--- config.mk ---
export PLATFORM = sky130hd
export DESIGN_NAME = msi_snoop_node
export DESIGN_NICKNAME = d
export VERILOG_FILES = /design/src/rtl/msi_node_pkg.sv /design/src/rtl/msi_line_array.sv /design/src/rtl/msi_snoop_resp.sv /design/src/rtl/msi_snoop_node.sv
export SDC_FILE = /design/constraint.sdc
export NUM_CORES = 1
export LEC_CHECK = 0
export ABC_AREA = 1
export BUFFER_PORTS_ARGS = -buffer_cell sky130_fd_sc_hd__buf_2
export CAP_MARGIN = 20
export CORE_MARGIN = 5
export CORE_UTILIZATION = 60
export CTS_BUF_LIST = sky130_fd_sc_hd__clkbuf_8
export DETAILED_ROUTE_END_ITERATION = 10
export PLACE_DENSITY = 0.9
export SKIP_CTS_REPAIR_TIMING = 1
export SLEW_MARGIN = 10
export SYNTH_ARGS = -nofsm -noshare
export SYNTH_HDL_FRONTEND = slang
export SYNTH_SLANG_ARGS = --single-unit
--- constraint.sdc ---
create_clock -name clk -period 4.6 [get_ports clk]
set_clock_uncertainty 0.2 [all_clocks]
set_input_delay 0.46 -clock clk [delete_from_list [all_inputs] [get_ports clk]]
set_output_delay 0.46 -clock clk [all_outputs]
set_load 0.005 [all_outputs]
--- src/rtl/msi_node_pkg.sv ---
`timescale 1ns/1ps
package msi_node_pkg;
    typedef enum logic [1:0] {
        CMD_IDLE   = 2'd0,
        CMD_RDMISS = 2'd1,
        CMD_WRMISS = 2'd2,
        CMD_WRBACK = 2'd3
    } bus_cmd_e;

    typedef enum logic [1:0] {
        LN_INV = 2'd0,
        LN_SHR = 2'd1,
        LN_EXC = 2'd2
    } line_st_e;

    typedef enum logic [1:0] {
        C_IDLE   = 2'd0,
        C_VICTIM = 2'd1,
        C_MISS   = 2'd2
    } ctrl_st_e;
endpackage

--- src/rtl/msi_line_array.sv ---
`timescale 1ns/1ps
module msi_line_array
    import msi_node_pkg::*;
#(
    parameter int IDX_W  = 2,
    parameter int TAG_W  = 6,
    parameter int DATA_W = 8
) (
    input  logic              clk,
    input  logic              rst_n,
    input  logic [IDX_W-1:0]  ra_idx,
    output line_st_e          ra_st,
    output logic [TAG_W-1:0]  ra_tag,
    output logic [DATA_W-1:0] ra_data,
    input  logic [IDX_W-1:0]  rb_idx,
    output line_st_e          rb_st,
    output logic [TAG_W-1:0]  rb_tag,
    output logic [DATA_W-1:0] rb_data,
    input  logic              s_we,
    input  logic [IDX_W-1:0]  s_idx,
    input  line_st_e          s_st,
    input  logic              c_we,
    input  logic [IDX_W-1:0]  c_idx,
    input  line_st_e          c_st,
    input  logic [TAG_W-1:0]  c_tag,
    input  logic [DATA_W-1:0] c_data
);
    localparam int LINES = 1 << IDX_W;

    line_st_e          st_q   [LINES];
    line_st_e          st_d   [LINES];
    logic [TAG_W-1:0]  tag_q  [LINES];
    logic [TAG_W-1:0]  tag_d  [LINES];
    logic [DATA_W-1:0] data_q [LINES];
    logic [DATA_W-1:0] data_d [LINES];

    assign ra_st   = st_q[ra_idx];
    assign ra_tag  = tag_q[ra_idx];
    assign ra_data = data_q[ra_idx];
    assign rb_st   = st_q[rb_idx];
    assign rb_tag  = tag_q[rb_idx];
    assign rb_data = data_q[rb_idx];

    // Snoop update first; the processor-side update is computed on the
    // post-snoop view, so it takes precedence on the same line.
    always_comb begin
        st_d   = st_q;
        tag_d  = tag_q;
        data_d = data_q;
        if (s_we) st_d[s_idx] = s_st;
        if (c_we) begin
            st_d[c_idx]   = c_st;
            tag_d[c_idx]  = c_tag;
            data_d[c_idx] = c_data;
        end
    end

    always_ff @(posedge clk) begin
        if (!rst_n) begin
            for (int i = 0; i < LINES; i++) st_q[i] <= LN_INV;
        end else begin
            st_q <= st_d;
        end
    end

    always_ff @(posedge clk) begin
        tag_q  <= tag_d;
        data_q <= data_d;
    end
endmodule

--- src/rtl/msi_snoop_resp.sv ---
`timescale 1ns/1ps
module msi_snoop_resp
    import msi_node_pkg::*;
#(
    parameter int TAG_W  = 6,
    parameter int DATA_W = 8
) (
    input  bus_cmd_e          cmd,
    input  logic [TAG_W-1:0]  snp_tag,
    input  line_st_e          ln_st,
    input  logic [TAG_W-1:0]  ln_tag,
    input  logic [DATA_W-1:0] ln_data,
    output logic              chg,
    output line_st_e          nst,
    output logic              abort,
    output logic [DATA_W-1:0] data
);
    logic match;
    assign match = (ln_st != LN_INV) && (ln_tag == snp_tag);

    always_comb begin
        chg   = 1'b0;
        nst   = ln_st;
        abort = 1'b0;
        if (match) begin
            unique case (cmd)
                CMD_RDMISS: if (ln_st == LN_EXC) begin
                    chg   = 1'b1;
                    nst   = LN_SHR;
                    abort = 1'b1;
                end
                CMD_WRMISS: begin
                    chg   = 1'b1;
                    nst   = LN_INV;
                    abort = (ln_st == LN_EXC);
                end
                default: ;
            endcase
        end
    end

    assign data = abort ? ln_data : '0;
endmodule

--- src/rtl/msi_snoop_node.sv ---
`timescale 1ns/1ps
module msi_snoop_node
    import msi_node_pkg::*;
#(
    parameter int ADDR_W = 8,
    parameter int DATA_W = 8,
    parameter int IDX_W  = 2
) (
    input  logic              clk,
    input  logic              rst_n,
    input  logic              cpu_req,
    input  logic              cpu_we,
    input  logic [ADDR_W-1:0] cpu_addr,
    input  logic [DATA_W-1:0] cpu_wdata,
    output logic              cpu_done,
    output logic [DATA_W-1:0] cpu_rdata,
    output logic              bus_req,
    input  logic              bus_gnt,
    output logic [1:0]        bus_cmd,
    output logic [ADDR_W-1:0] bus_addr,
    output logic [DATA_W-1:0] bus_wdata,
    input  logic [DATA_W-1:0] bus_rdata,
    input  logic [1:0]        snp_cmd,
    input  logic [ADDR_W-1:0] snp_addr,
    output logic              snp_abort,
    output logic [DATA_W-1:0] snp_data
);
    localparam int TAG_W = ADDR_W - IDX_W;

    typedef struct packed {
        ctrl_st_e          st;
        logic [ADDR_W-1:0] addr;
        logic              we;
        logic [DATA_W-1:0] wdata;
        logic              done;
        logic [DATA_W-1:0] rdata;
    } ctrl_t;

    ctrl_t q, d;

    logic [IDX_W-1:0]  cpu_idx, snp_idx;
    logic [TAG_W-1:0]  cpu_tag, snp_tag;
    line_st_e          ra_st, rb_st, post_st, s_nst, c_st;
    logic [TAG_W-1:0]  ra_tag, rb_tag, c_tag;
    logic [DATA_W-1:0] ra_data, rb_data, c_data;
    logic              s_chg, c_we, hit;
    bus_cmd_e          cmd_c;

    assign cpu_idx = (q.st == C_IDLE) ? cpu_addr[IDX_W-1:0]      : q.addr[IDX_W-1:0];
    assign cpu_tag = (q.st == C_IDLE) ? cpu_addr[ADDR_W-1:IDX_W] : q.addr[ADDR_W-1:IDX_W];
    assign snp_idx = snp_addr[IDX_W-1:0];
    assign snp_tag = snp_addr[ADDR_W-1:IDX_W];

    msi_line_array #(.IDX_W(IDX_W), .TAG_W(TAG_W), .DATA_W(DATA_W)) u_lines (
        .clk(clk), .rst_n(rst_n),
        .ra_idx(cpu_idx), .ra_st(ra_st), .ra_tag(ra_tag), .ra_data(ra_data),
        .rb_idx(snp_idx), .rb_st(rb_st), .rb_tag(rb_tag), .rb_data(rb_data),
        .s_we(s_chg), .s_idx(snp_idx), .s_st(s_nst),
        .c_we(c_we), .c_idx(cpu_idx), .c_st(c_st), .c_tag(c_tag), .c_data(c_data)
    );

    msi_snoop_resp #(.TAG_W(TAG_W), .DATA_W(DATA_W)) u_snoop (
        .cmd(bus_cmd_e'(snp_cmd)), .snp_tag(snp_tag),
        .ln_st(rb_st), .ln_tag(rb_tag), .ln_data(rb_data),
        .chg(s_chg), .nst(s_nst), .abort(snp_abort), .data(snp_data)
    );

    // Processor side sees the line as it stands after this cycle's snoop.
    assign post_st = (s_chg && (snp_idx == cpu_idx)) ? s_nst : ra_st;
    assign hit     = (post_st != LN_INV) && (ra_tag == cpu_tag);

    always_comb begin
        d         = q;
        d.done    = 1'b0;
        c_we      = 1'b0;
        c_st      = LN_INV;
        c_tag     = cpu_tag;
        c_data    = ra_data;
        bus_req   = 1'b0;
        cmd_c     = CMD_IDLE;
        bus_addr  = q.addr;
        bus_wdata = q.wdata;
        unique case (q.st)
            C_IDLE: if (cpu_req) begin
                d.addr  = cpu_addr;
                d.we    = cpu_we;
                d.wdata = cpu_wdata;
                if (hit && (!cpu_we || post_st == LN_EXC)) begin
                    d.done  = 1'b1;
                    d.rdata = cpu_we ? cpu_wdata : ra_data;
                    if (cpu_we) begin
                        c_we   = 1'b1;
                        c_st   = LN_EXC;
                        c_data = cpu_wdata;
                    end
                end else if (post_st == LN_EXC) begin
                    d.st = C_VICTIM;       // dirty block of another tag
                end else begin
                    d.st = C_MISS;
                end
            end
            C_VICTIM: begin
                if (post_st != LN_EXC) begin
                    d.st = C_MISS;         // a snoop already took the victim
                end else begin
                    bus_req = 1'b1;
                    if (bus_gnt) begin
                        cmd_c     = CMD_WRBACK;
                        bus_addr  = {ra_tag, cpu_idx};
                        bus_wdata = ra_data;
                        c_we      = 1'b1;
                        c_st      = LN_SHR;
                        c_tag     = ra_tag;
                        d.st      = C_MISS;
                    end
                end
            end
            C_MISS: begin
                bus_req = 1'b1;
                if (bus_gnt) begin
                    cmd_c   = q.we ? CMD_WRMISS : CMD_RDMISS;
                    c_we    = 1'b1;
                    c_st    = q.we ? LN_EXC : LN_SHR;
                    c_data  = q.we ? q.wdata : bus_rdata;
                    d.done  = 1'b1;
                    d.rdata = c_data;
                    d.st    = C_IDLE;
                end
            end
            default: d.st = C_IDLE;
        endcase
    end

    always_ff @(posedge clk) begin
        if (!rst_n) begin
            q.st    <= C_IDLE;
            q.addr  <= '0;
            q.we    <= 1'b0;
            q.wdata <= '0;
            q.done  <= 1'b0;
            q.rdata <= '0;
        end else begin
            q <= d;
        end
    end

    assign bus_cmd   = cmd_c;
    assign cpu_done  = q.done;
    assign cpu_rdata = q.rdata;

    // a command is driven only in a requested and granted cycle
    p_cmd_granted_r11: assert property (@(posedge clk) disable iff (!rst_n)
        (bus_cmd != 2'd0) |-> (bus_req && bus_gnt));

    // a miss transaction completes the request one cycle later
    p_miss_completes_r2: assert property (@(posedge clk) disable iff (!rst_n)
        (bus_cmd == 2'd1 || bus_cmd == 2'd2) |=> cpu_done);

    // a write-back is followed by a pending miss, never by completion
    p_wb_then_miss_r5: assert property (@(posedge clk) disable iff (!rst_n)
        (bus_cmd == 2'd3) |=> (bus_req && !cpu_done));

    // intervention only answers another node's miss
    p_abort_on_miss_r10: assert property (@(posedge clk) disable iff (!rst_n)
        snp_abort |-> (snp_cmd == 2'd1 || snp_cmd == 2'd2));
endmodule

---- Word-level counts from Yosys, hierarchy flattened ----
Index checks and enable logic that the tools add are counted.
word-level totals
  word-level logic and storage cells ...... 142
  memories kept ........................... 0
  flip-flop bits (word level) ............. 92
  bits in writable memories ............... 0
  bits in latches ......................... 0
  memory bits (read-only) ................. 0
operators by class
  add/subtract/negate cells ............... 0
  div/mod/pow operators ................... 0
  equal/unequal tests ..................... 15
  multiply operators ...................... 0
  bitwise logic cells ..................... 2
  reduce and logical (&&, ||, !) cells .... 15
  shifts and indexed selects .............. 0
  $lt $le $gt $ge ......................... 4
  mux-type cells .......................... 88
operators by type and width
  kind                                           count
  2-to-1 mux 8 bit                               19
  2-to-1 mux 6 bit                               9
  2-to-1 mux 2 bit                               22
  binary-select mux 8 bit (select 2 bit)         2
  bitwise mux 32 bit                             1
  2-to-1 mux 28 bit                              1
  binary-select mux 6 bit (select 2 bit)         2
  bitwise mux 24 bit                             1
  2-to-1 mux 9 bit                               2
  case mux 9 bit (2 select lines)                1
  bitwise mux 8 bit                              2
  demux 8 bit (select 2 bit)                     1
  case mux 8 bit (2 select lines)                1
  demux 6 bit (select 2 bit)                     1
  == test 6 bit                                  2
  case mux 2 bit (3 select lines)                2
  2-to-1 mux 1 bit                               11
  binary-select mux 2 bit (select 2 bit)         2
  demux 2 bit (select 2 bit)                     2
  == test 2 bit (second input constant)          4
  inequality test 2 bit (second input constant)  4
  case mux 2 bit (2 select lines)                2
  AND reduction 4 bit                            2
  >= comparator 3 bit (second input constant)    2
  14 further kinds                               26

---- Logic depth before layout (Yosys ltp) ----
Gate-level depths: netlist of run 1.
  depth after elaboration ................. 18
  gate-level depth with buffers ........... 24
  mapped depth without buffers ............ 23

---- Cells and area by module ----
A second synthesis of run 1 with hierarchy kept.
second synthesis, totals
  cells, all modules ...................... 745
  area, all modules ....................... 5552.8 um^2
modules (own cells, without submodules)
  module          area an instance (um^2)  cells an instance  sequential area each (um^2)  times used
  msi_line_array  3029.2                   317                1841.8                       1
  msi_snoop_node  2183.3                   354                560.5                        1
  msi_snoop_resp  340.3                    74                 0.0                          1

---- Worst setup path before layout of run 1 ----
No wires, ideal clock.
  path type ............................... register -> register
  start ................................... register q[26] (netlist name)
  end ..................................... register u_lines.data_q[0] (netlist name) (enable)
  path buffers ............................ 1
  cell stages (with the launch flop) ...... 15
  clock period less this slack ............ 3252 ps
  path slack .............................. 1348 ps
  arrival ................................. 2699 ps
  path through ............................ dfxtp_1 > inv_1 > ha_1 > o21ai_2 > nand2_2 > buf_4 > o22a_1 > nand2_1 > xnor2_1 > nand2_1 > nor2_2 > nand3_1 > nand2_2 > nand3_2 > inv_1
between the ends
  longest elaborated chain between the ends .. 13
RTL lines
  element                                                       RTL line                                                          text
  from (decl)                                                   msi_snoop_node.sv:39                                              ctrl_t q, d;
  logical NOT 2 bit                                             msi_snoop_node.sv:49, msi_snoop_node.sv:50, msi_snoop_node.sv:83
  2-to-1 mux 2 bit                                              msi_snoop_node.sv:49                                              assign cpu_idx = (q.st == C_IDLE) ? cpu_addr[IDX_W-1:0] : q.addr[IDX_W-1:0];
  NOT 2 -> 3 bit (implied by the code)                          msi_line_array.sv:37, msi_line_array.sv:38
  binary-select mux 2 bit (select 2 bit)                        msi_line_array.sv:37                                              assign ra_st = st_q[ra_idx];
  2-to-1 mux 2 bit (implied by the code) (2 in a row)           msi_line_array.sv:37
  2-to-1 mux 2 bit                                              msi_snoop_node.sv:69                                              assign post_st = (s_chg && (snp_idx == cpu_idx)) ? s_nst : ra_st;
  == test 2 bit / nonzero test 2 bit (equally long branches)    msi_snoop_node.sv:88, msi_snoop_node.sv:70
  logical OR 1 bit / logical AND 1 bit (equally long branches)  msi_snoop_node.sv:88, msi_snoop_node.sv:70
  logical AND 1 bit                                             msi_snoop_node.sv:88                                              if (hit && (!cpu_we || post_st == LN_EXC)) begin
  2-to-1 mux 1 bit                                              msi_snoop_node.sv:88
  2-to-1 mux 1 bit                                              msi_snoop_node.sv:84                                              C_IDLE: if (cpu_req) begin
  case mux 1 bit (3 select lines) *                             msi_snoop_node.sv:83                                              unique case (q.st)
  to (signal assigned)                                          msi_line_array.sv:68                                              data_q <= data_d;
  to (decl)                                                     msi_line_array.sv:34                                              logic [DATA_W-1:0] data_q [LINES];
Every way passes the cells marked *; elsewhere a longest branch is shown, timed or not. The select of a mux whose other input is x is not followed.
A chain may end at the register's enable or synchronous reset.

---- Worst setup path in the final report of run 1 ----
  start ................................... register q[26] (netlist name)
  end ..................................... output bus_cmd[0]
between the ends
  longest elaborated chain between the ends .. 10
RTL lines
  element                                              RTL line               text
  logical NOT 2 bit                                    msi_snoop_node.sv:49
  2-to-1 mux 2 bit                                     msi_snoop_node.sv:49
  NOT 2 -> 3 bit (implied by the code)                 msi_line_array.sv:37
  binary-select mux 2 bit (select 2 bit)               msi_line_array.sv:37
  2-to-1 mux 2 bit (implied by the code) (2 in a row)  msi_line_array.sv:37
  2-to-1 mux 2 bit                                     msi_snoop_node.sv:69
  inequality test 2 bit                                msi_snoop_node.sv:103  if (post_st != LN_EXC) begin
  2-to-1 mux 2 bit                                     msi_snoop_node.sv:103
  case mux 2 bit (2 select lines) *                    msi_snoop_node.sv:83
  to (decl)                                            msi_snoop_node.sv:19   output logic [1:0] bus_cmd,
Marks and branches as above.

==> impl_metrics.json, run 1 <==
{
  "cts.sinks": 92,
  "finalPower_mw": 2.51,
  "io_buffers": 75,
  "fin_setup_tns_ns": 0,
  "leakagePower_nw": 2.76,
  "nNetsFinal": 807,
  "clockBufferDepth": 2,
  "max_freq_ghz": 0.230,
  "critical_path.slowest_cell": "dfxtp_1",
  "min_period_over_period_pct": 94.6,
  "die_h_um": 104,
  "cp-end-kind": "output pin",
  "yosysTopAreaCellShare_pct": 31.6,
  "synth_edf_count": 56,
  "drcViolationCount": 0,
  "numPlacedInstances": 859,
  "die_w_um": 104,
  "critPathKind": "flop to output pin",
  "dr.pass1.iters": 6,
  "final_layout_size_suffix_gt1_share_pct": 17.9,
  "avgSynthCellArea_um2": 7.59,
  "syn_nets": 747,
  "start_kind": "flop",
  "n_antenna_cell": 0,
  "synth.most_common_cell": "nand2_1",
  "fin_cells": 875,
  "die-area_um2": 10900,
  "io_pins": 76,
  "hold_viol_final": 0,
  "finalMaxSlewViolations": 0,
  "start_util_pct": 61.4,
  "hpwl_mm": 11.2,
  "core-area_um2": 8680,
  "ys_ff_latch": 92,
  "area_delta_synth_final_pct": 10.7,
  "vias": 5321,
  "synth_area_um2": 5330,
  "peakVddDrop_uv": 253,
  "cap_violations": 0,
  "track_usage_pct": 27.8,
  "setup_violations": 0,
  "status": "completed",
  "grt-ovfl-total": 0,
  "postPlaceCellArea_um2": 5680,
  "root_buffer": "clkbuf_8",
  "cp_slowest_stage_delay_ns": 0.38,
  "gp_congestion": 0.915,
  "wl_per_cell_um": 17.7,
  "grt_first_pass_wirelength_mm": 24.6,
  "required_ns": 3.94,
  "htree_levels": 3,
  "r2r_slack_ns": 0.35,
  "synth_commonest_cells": "nand2_1, nor2_1, inv_1, edfxtp_1, o21ai_0",
  "path_max_fanout": 22,
  "yosys_warnings": 0,
  "cts_tree": "built",
  "antenna_found_initial": 0,
  "drt-initial-drc-count": 589,
  "grt_max_degree": 33,
  "path_cells": "inv_1 > ha_1 > inv_2 > nand2_1 > nand2_2 > inv_2 > nand2_2 > inv_2 > a221oi_1 > nand2_1 > nand2_1 > nand3_1 > nor2_2 > buf_4 > nor2_1 > nor2_1 > buf_2",
  "postRouteAntennaNets": 0,
  "syn_inst": 702,
  "tightest_slew_ns": 0.773,
  "wl_mm": 15.5,
  "path_clk_slew_ns": 0.10,
  "maxSlewHeadroom_pct": 48.3,
  "min_path_type": "input pin to flop",
  "crit_arrival_ns": 3.69,
  "grt_pass1_vias": 5250,
  "synth_cell_types": 40,
  "insertion_delay_ns": 0.37,
  "hold_ws_ns": 0.149,
  "async_flop_share_pct": 0,
  "netlist_top_cells_area": "edfxtp_1, nand2_1, dfxtp_1",
  "p_per_area_nw_per_um2": 425,
  "period_needed_ns": 4.35,
  "design_area_um2": 5900,
  "synthFlopType": "edfxtp_1",
  "synth_top_area_cell": "edfxtp_1",
  "rsz0062_at_grt": "no",
  "yosysSeqAreaShare_pct": 45.1,
  "cts_made_buffers": 9,
  "viasPerCell": 6.08,
  "rows": 34
}
==> placed cells by master, fill, tap and decap left out, drive strengths merged, types with 2 or more instances in the layout <==
master  instances
clkbuf          9
o22a            2
nand2         217
buf            77
o211ai          3
nor2           93
a22oi          11
xnor2           2
edfxtp         56
a21oi          31
or2             7
nand3          29
ha              6
xor2            6
o22ai          30
nand4           8
nor3            9
o21ai          46
dfxtp          36
o21a            2
nand3b          2
inv            78
==> per-layer routing <==
metal  vias to the layer above  part of all wire (%)  track usage, %
li1                       2447                     -               -
met1                      2390                    36            32.4
met2                       402                    48            48.1
met3                        82                    11            5.03
met4                         0                   5.3            15.4
met5                         -                     0               0
==> worst max-delay path, delay by kind of cell (launching register included) <==
family / cells / cell delay (ns)
and+or+nand+nor: 9 / 1.31
buffers and inverters: 6 / 0.95
DFF: 1 / 0.38
AOI/OAI and AO/OA: 1 / 0.33
adders and majority gates: 1 / 0.32
==> final cells by class <==
| cell class | count | area [um^2] |
|---|---|---|
| sequential | 92 | 2400 |
| inverter | 74 | 278 |
| fill | 704 | 2780 |
| clock buffer | 9 | 124 |
| clock inverter | 7 | 91.3 |
| tap | 108 | 135 |
| timing repair buffer | 77 | 390 |
| multi-input combinational | 508 | 2480 |
==> state kept, by name (all words and copies together), names as in the netlist <==
| name | count |
|---|---|
| u_lines.st_q | 8 |
| u_lines.data_q | 32 |
| cpu_done | 1 |
| u_lines.tag_q | 24 |
| cpu_rdata | 8 |
| q | 19 |
==> kinds of logic after synthesis <==
kind of cell             share of synthesized area, %
AND/OR/NAND/NOR                                  29.7
AO/OA/AOI/OAI                                    14.1
buffers and inverters                            8.45
flip-flops                                       45.1
XOR/XNOR                                         1.31
adder cells (fa/ha/maj)                          1.41
==> where the power goes <==
part           internal [mW]  switching [mW]  leakage (nW)
clock network          0.265           0.321         0.106
registers               1.03          0.0451         0.800
logic                  0.256           0.594          1.86
==> metrics by stage <==
| step | utilization (%) | worst slack [ns] |
|---|---|---|
| finish | 67.9 | 0.251 |
| global route | 67.9 | 0.00892 |
| CTS | 67.9 | 0.315 |
| detailed placement | 65.5 | 0.464 |
| global placement | 65.5 | 0.772 |
| floorplan | - | 1.35 |
==> path summary, 6_finish.rpt <==
check / start / endpoint / cells after the start
worst max register to register: q[26] / u_lines.tag_q[2] / 18
worst min register to register: q[22] / q[22] / 2
worst max-delay path: q[26] / bus_cmd[0] / 17
worst min-delay path: cpu_wdata[5] / q[14] / 3
Note: power is estimated with default switching activity, not from simulation.
==> run 2: changes to the inputs <==
--- a/config.mk
+++ b/config.mk
@@ -12,6 +12,7 @@
 export CORE_UTILIZATION = 60
 export CTS_BUF_LIST = sky130_fd_sc_hd__clkbuf_8
 export DETAILED_ROUTE_END_ITERATION = 10
+export HOLD_SLACK_MARGIN = 0.15
 export PLACE_DENSITY = 0.9
 export SKIP_CTS_REPAIR_TIMING = 1
 export SLEW_MARGIN = 10
==> constraint.sdc (replaced) <==
create_clock -name clk -period 4.3 [get_ports clk]
set_clock_uncertainty 0.2 [all_clocks]
set_input_delay 0.43 -clock clk [delete_from_list [all_inputs] [get_ports clk]]
set_output_delay 0.43 -clock clk [all_outputs]
set_load 0.005 [all_outputs]
==> run 2 against run 1 <==
Net effect: critical path type unchanged; design area grew 1.1%; worst hold slack lost 0.026 ns; setup slack lost 0.026 ns; cell count grew 0.57%; non-clock buffer count grew 5; total power grew 6.2%; highest routed layer unchanged; die area is the same; sequential share of layout area shrank 0.43 points; register-to-register slack lost 0.12 ns; routed wire length shrank 1.6%; core utilization grew 0.72 points; combinational power grew 7.9%.
==> impl_metrics.json, run 2 (same netlist as run 1, synthesis figures left out) <==
{
  "hpwl_mm": 10.9,
  "peakVddDrop_uv": 320,
  "antenna_found_initial": 0,
  "fillers": 691,
  "area_delta_synth_final_pct": 11.8,
  "start_kind": "flop",
  "largest_register_ffs": 32,
  "htree_levels": 3,
  "rows": 34,
  "numPlacedInstances": 861,
  "leakagePower_nw": 2.80,
  "drcViolationCount": 0,
  "grt_max_degree": 33,
  "layout_common_cells": "nand2_1, nor2_1, buf_2",
  "drt-initial-drc-count": 758,
  "r2r_end": "u_lines.data_q[16]",
  "die_w_um": 104,
  "gp_congestion": 0.980,
  "postPlaceCellArea_um2": 5700,
  "largest_register": "u_lines.data_q",
  "die_h_um": 104,
  "critical_path.slowest_cell": "dfxtp_1",
  "vias": 5277,
  "postRouteAntennaNets": 0,
  "multi_input_area_um2": 2500,
  "hold_viol_final": 0,
  "hold_ws_ns": 0.123,
  "r2r_slack_ns": 0.23,
  "cap_violations": 0,
  "maxSlewHeadroom_pct": 43.6,
  "viasPerCell": 6.00,
  "wl_per_cell_um": 17.3,
  "min_from": "cpu_wdata[7]",
  "min_path_type": "input pin to flop",
  "io_buffers": 75,
  "final_layout_size_suffix_gt1_share_pct": 18.1,
  "track_usage_pct": 27.3,
  "top_regs": "u_lines.data_q: 32 flops, u_lines.tag_q: 24 flops, q: 19 flops",
  "wl_mm": 15.2,
  "critPathKind": "flop to output pin",
  "p_per_area_nw_per_um2": 447,
  "cts_made_buffers": 9,
  "grt-ovfl-total": 0,
  "cts.sinks": 92,
  "tightest_slew_ns": 0.842,
  "period_needed_ns": 4.08,
  "r2r-start": "q[26]",
  "fin_ws_ns": 0.225,
  "setup_violations": 0,
  "n_antenna_cell": 0,
  "min_period_over_period_pct": 94.8,
  "start_util_pct": 61.4,
  "finalMaxSlewViolations": 0,
  "status": "completed",
  "final_common_cell": "nand2_1",
  "clockBufferDepth": 2,
  "path_clk_slew_ns": 0.10,
  "design_area_um2": 5960,
  "dr.pass1.iters": 6,
  "required_ns": 3.67,
  "holdPathEnd": "q[16]",
  "die-area_um2": 10900,
  "cp_slowest_stage_delay_ns": 0.39,
  "core-area_um2": 8680,
  "io_pins": 76,
  "path_cells": "inv_1 > ha_2 > inv_4 > nand2_1 > nand2_2 > inv_2 > nand2_4 > inv_2 > a221oi_1 > nand2_1 > nand2_1 > nand3_1 > nor2_2 > inv_2 > or2_2 > o21ai_0 > buf_2",
  "nNetsFinal": 812,
  "fin_cells": 880,
  "hold-path-cell-count": 3,
  "insertion_delay_ns": 0.38,
  "dp_slack_ns": 0.258,
  "regArea_um2": 2400,
  "rsz0062_at_grt": "yes",
  "path_max_fanout": 18,
  "crit_arrival_ns": 3.45,
  "path_delay_family": "simple AND/OR/NAND/NOR gates",
  "path_buf_inv": 6,
  "root_buffer": "clkbuf_8",
  "grt_first_pass_wirelength_mm": 24.4,
  "max_freq_ghz": 0.245,
  "cp-end-kind": "output pin",
  "ff2ff_path_depth": 18,
  "grt_pass1_vias": 5031,
  "cts_tree": "built"
}
[run 2: changes by cell type in the layout (fill, tap and decap cells not counted), moves of 2 or more]
cell,previous run,this run
nand2_4,1,3
dlygate4sd3_1,0,3
nand2_2,10,8
clkinv_8,1,3
buf_4,2,4
[run 2: worst max-delay path by stage]
stage,start,endpoint,slack [ns],depth (start not counted)
after floorplan,q[26],u_lines.data_q[0],1.05,14
after global placement,q[26],u_lines.data_q[17],0.52,18
after detailed placement,q[26],u_lines.data_q[22],0.26,18
after CTS,q[26],bus_addr[2],0.04,17
after global routing,q[26],bus_addr[3],-0.02,17
final,q[26],bus_addr[3],0.22,17
[run 2: worst min-delay path, delay by kind of cell]
family / cells / cell delay, ns
compound gates: 1 / 0.08
buf+inv: 1 / 0.09
simple gates: 1 / 0.07
[run 2: layout make-up]
| cell class | instances | share of cell area, % |
|---|---|---|
| Sequential cell | 92 | 40.3 |
| Tap cell | 108 | 2.27 |
| Timing Repair Buffer | 82 | 7.31 |
| Clock inverter | 7 | 1.45 |
| Inverter | 74 | 4.70 |
| Clock buffer | 9 | 2.08 |
| Multi-Input combinational cell | 508 | 41.9 |
[run 2: per-stage QoR]
step / power, mW / utilization (%) / setup TNS (ns)
after floorplan: 1.81 / - / 0
after global placement: 1.98 / 65.6 / 0
after detailed placement: 2.03 / 65.6 / 0
after CTS: 2.61 / 68.1 / 0
after global routing: 2.79 / 68.7 / -0.0549
final: 2.66 / 68.7 / 0
[run 2: per-layer routing]
layer | GRT usage (%) | vias to the layer above | routed length [um]
met5 | 0 | - | 0
met4 | 12.7 | 0 | 679
met3 | 4.78 | 89 | 1640
met2 | 46.4 | 388 | 7380
met1 | 33.5 | 2355 | 5540
li1 | - | 2445 | -
[run 2: power breakdown]
group          internal, mW  switching, mW  leakage, nW
logic                 0.284          0.634         1.89
clock network         0.234          0.367        0.105
registers              1.10         0.0480        0.800
==> run 3: changes to the inputs <==
--- a/config.mk
+++ b/config.mk
@@ -13,6 +13,7 @@
 export CTS_BUF_LIST = sky130_fd_sc_hd__clkbuf_8
 export DETAILED_ROUTE_END_ITERATION = 10
 export HOLD_SLACK_MARGIN = 0.15
+export MAX_ROUTING_LAYER = met4
 export PLACE_DENSITY = 0.9
 export SKIP_CTS_REPAIR_TIMING = 1
 export SLEW_MARGIN = 10
==> run 3 against run 2 <==
Net effect: combinational power barely moved; total power down 1.3%; sequential share of layout area up 0.25 points; largest cell class unchanged; non-clock buffer count fell by 2; sequential cell count unchanged; clock-buffer cell count is the same; register-to-register slack better by 0.09 ns; core utilization fell by 0.42 points; die area unchanged; first-iteration DRC count decreased by 5.0%; routed wire length fell by 2.3%.
==> impl_metrics.json, run 3 (same netlist as run 1, synthesis figures left out) <==
{
  "viasPerCell": 5.97,
  "die-area_um2": 10900,
  "hold_viol_final": 0,
  "fin_cells": 878,
  "hold-path-cell-count": 3,
  "n_antenna_cell": 0,
  "largest_register_ffs": 32,
  "multi_input_area_um2": 2500,
  "cts_made_buffers": 9,
  "p_per_area_nw_per_um2": 444,
  "htree_levels": 3,
  "min_period_over_period_pct": 95.1,
  "gp_congestion": 0.966,
  "nNetsFinal": 810,
  "grt-ovfl-total": 0,
  "grt_pass1_vias": 5040,
  "io_pins": 76,
  "wl_per_cell_um": 16.9,
  "die_h_um": 104,
  "ff2ff_path_depth": 18,
  "leakagePower_nw": 2.77,
  "cp-end-kind": "output pin",
  "antenna_found_initial": 0,
  "core-area_um2": 8680,
  "start_kind": "flop",
  "final_common_cell": "nand2_1",
  "holdPathEnd": "q[10]",
  "die_w_um": 104,
  "finalMaxSlewViolations": 0,
  "regArea_um2": 2400,
  "r2r-start": "q[26]",
  "area_delta_synth_final_pct": 11.2,
  "drcViolationCount": 0,
  "min_from": "cpu_wdata[1]",
  "peakVddDrop_uv": 340,
  "root_buffer": "clkbuf_8",
  "path_clk_slew_ns": 0.10,
  "path_max_fanout": 18,
  "dr.pass1.iters": 6,
  "setup_violations": 0,
  "cts_tree": "built",
  "r2r_end": "u_lines.tag_q[16]",
  "status": "completed",
  "io_buffers": 75,
  "largest_register": "u_lines.data_q",
  "rows": 34,
  "vias": 5244,
  "tightest_slew_ns": 0.743,
  "max_freq_ghz": 0.245,
  "r2r_slack_ns": 0.32,
  "top_regs": "u_lines.data_q: 32 flops, u_lines.tag_q: 24 flops, q: 19 flops",
  "final_core_util_pct": 68.3,
  "required_ns": 3.67,
  "clockBufferDepth": 2,
  "numPlacedInstances": 861,
  "fillers": 683,
  "grt_max_degree": 33,
  "grt_first_pass_wirelength_mm": 23.9,
  "drt-initial-drc-count": 720,
  "min_path_type": "input pin to flop",
  "layout_common_cells": "nand2_1, nor2_1, buf_2",
  "final_layout_size_suffix_gt1_share_pct": 18.2,
  "cap_violations": 0,
  "insertion_delay_ns": 0.38,
  "postRouteAntennaNets": 0,
  "crit_arrival_ns": 3.46,
  "cts.sinks": 92,
  "wl_mm": 14.9,
  "critPathKind": "flop to output pin",
  "period_needed_ns": 4.09,
  "track_usage_pct": 27.5,
  "maxSlewHeadroom_pct": 50.3,
  "hpwl_mm": 10.9,
  "start_util_pct": 61.4
}
run 3: stage by stage:
| step | setup slack, ns | total power [mW] | TNS (ns) | area (um^2) | hold WS (ns) |
|---|---|---|---|---|---|
| after global routing | -0.00125 | 2.76 | -0.00125 | 5920 | 0.151 |
| final | 0.211 | 2.63 | 0 | 5920 | 0.123 |
| after floorplan | 1.05 | 1.81 | 0 | 5330 | 0.239 |
| after global placement | 0.490 | 1.98 | 0 | 5700 | 0.256 |
| after CTS | 0.0665 | 2.59 | 0 | 5890 | 0.111 |
| after detailed placement | 0.369 | 2.03 | 0 | 5700 | 0.269 |
run 3: worst max-delay path by stage:
| stage | start | endpoint | slack [ns] |
|---|---|---|---|
| final | q[26] | bus_addr[3] | 0.21 |
| after global routing | q[26] | bus_addr[3] | -0.001 |
| after CTS | q[26] | bus_addr[3] | 0.07 |
| after detailed placement | q[26] | u_lines.data_q[17] | 0.37 |
| after global placement | q[26] | u_lines.data_q[17] | 0.49 |
| after floorplan | q[26] | u_lines.data_q[0] | 1.05 |
run 3: layer usage:
layer  global-route usage, %  routed length, um
met1                    32.9               5640
met2                    44.9               7070
met3                    4.28               1420
met4                    14.5                758
met5                       -                  0
run 3: where the power goes:
| part | switching (mW) | internal [mW] | total [mW] | leakage, nW |
|---|---|---|---|---|
| logic | 0.637 | 0.283 | 0.920 | 1.88 |
| clock network | 0.344 | 0.225 | 0.569 | 0.0887 |
| registers | 0.0450 | 1.10 | 1.14 | 0.800 |
| total | 1.03 | 1.60 | 2.63 | 2.77 |
run 3: area by class of cell:
cell class / count / share of cell area, %
Sequential cell: 92 / 40.6
Clock inverter: 7 / 1.18
Clock buffer: 9 / 2.09
Multi-Input combinational cell: 508 / 42.1
Inverter: 74 / 4.73
Timing Repair Buffer: 80 / 7.01
Tap cell: 108 / 2.28
run 3: critical path, cell delays in order (launching register included):
cell	delay, ns
dfxtp_1	0.37
inv_1	0.09
ha_2	0.27
inv_4	0.15
nand2_1	0.08
nand2_2	0.15
inv_2	0.09
nand2_4	0.17
inv_2	0.11
a221oi_1	0.28
nand2_1	0.11
nand2_1	0.09
nand3_1	0.14
nor2_2	0.16
inv_2	0.17
or2_2	0.32
o21ai_0	0.13
buf_2	0.18
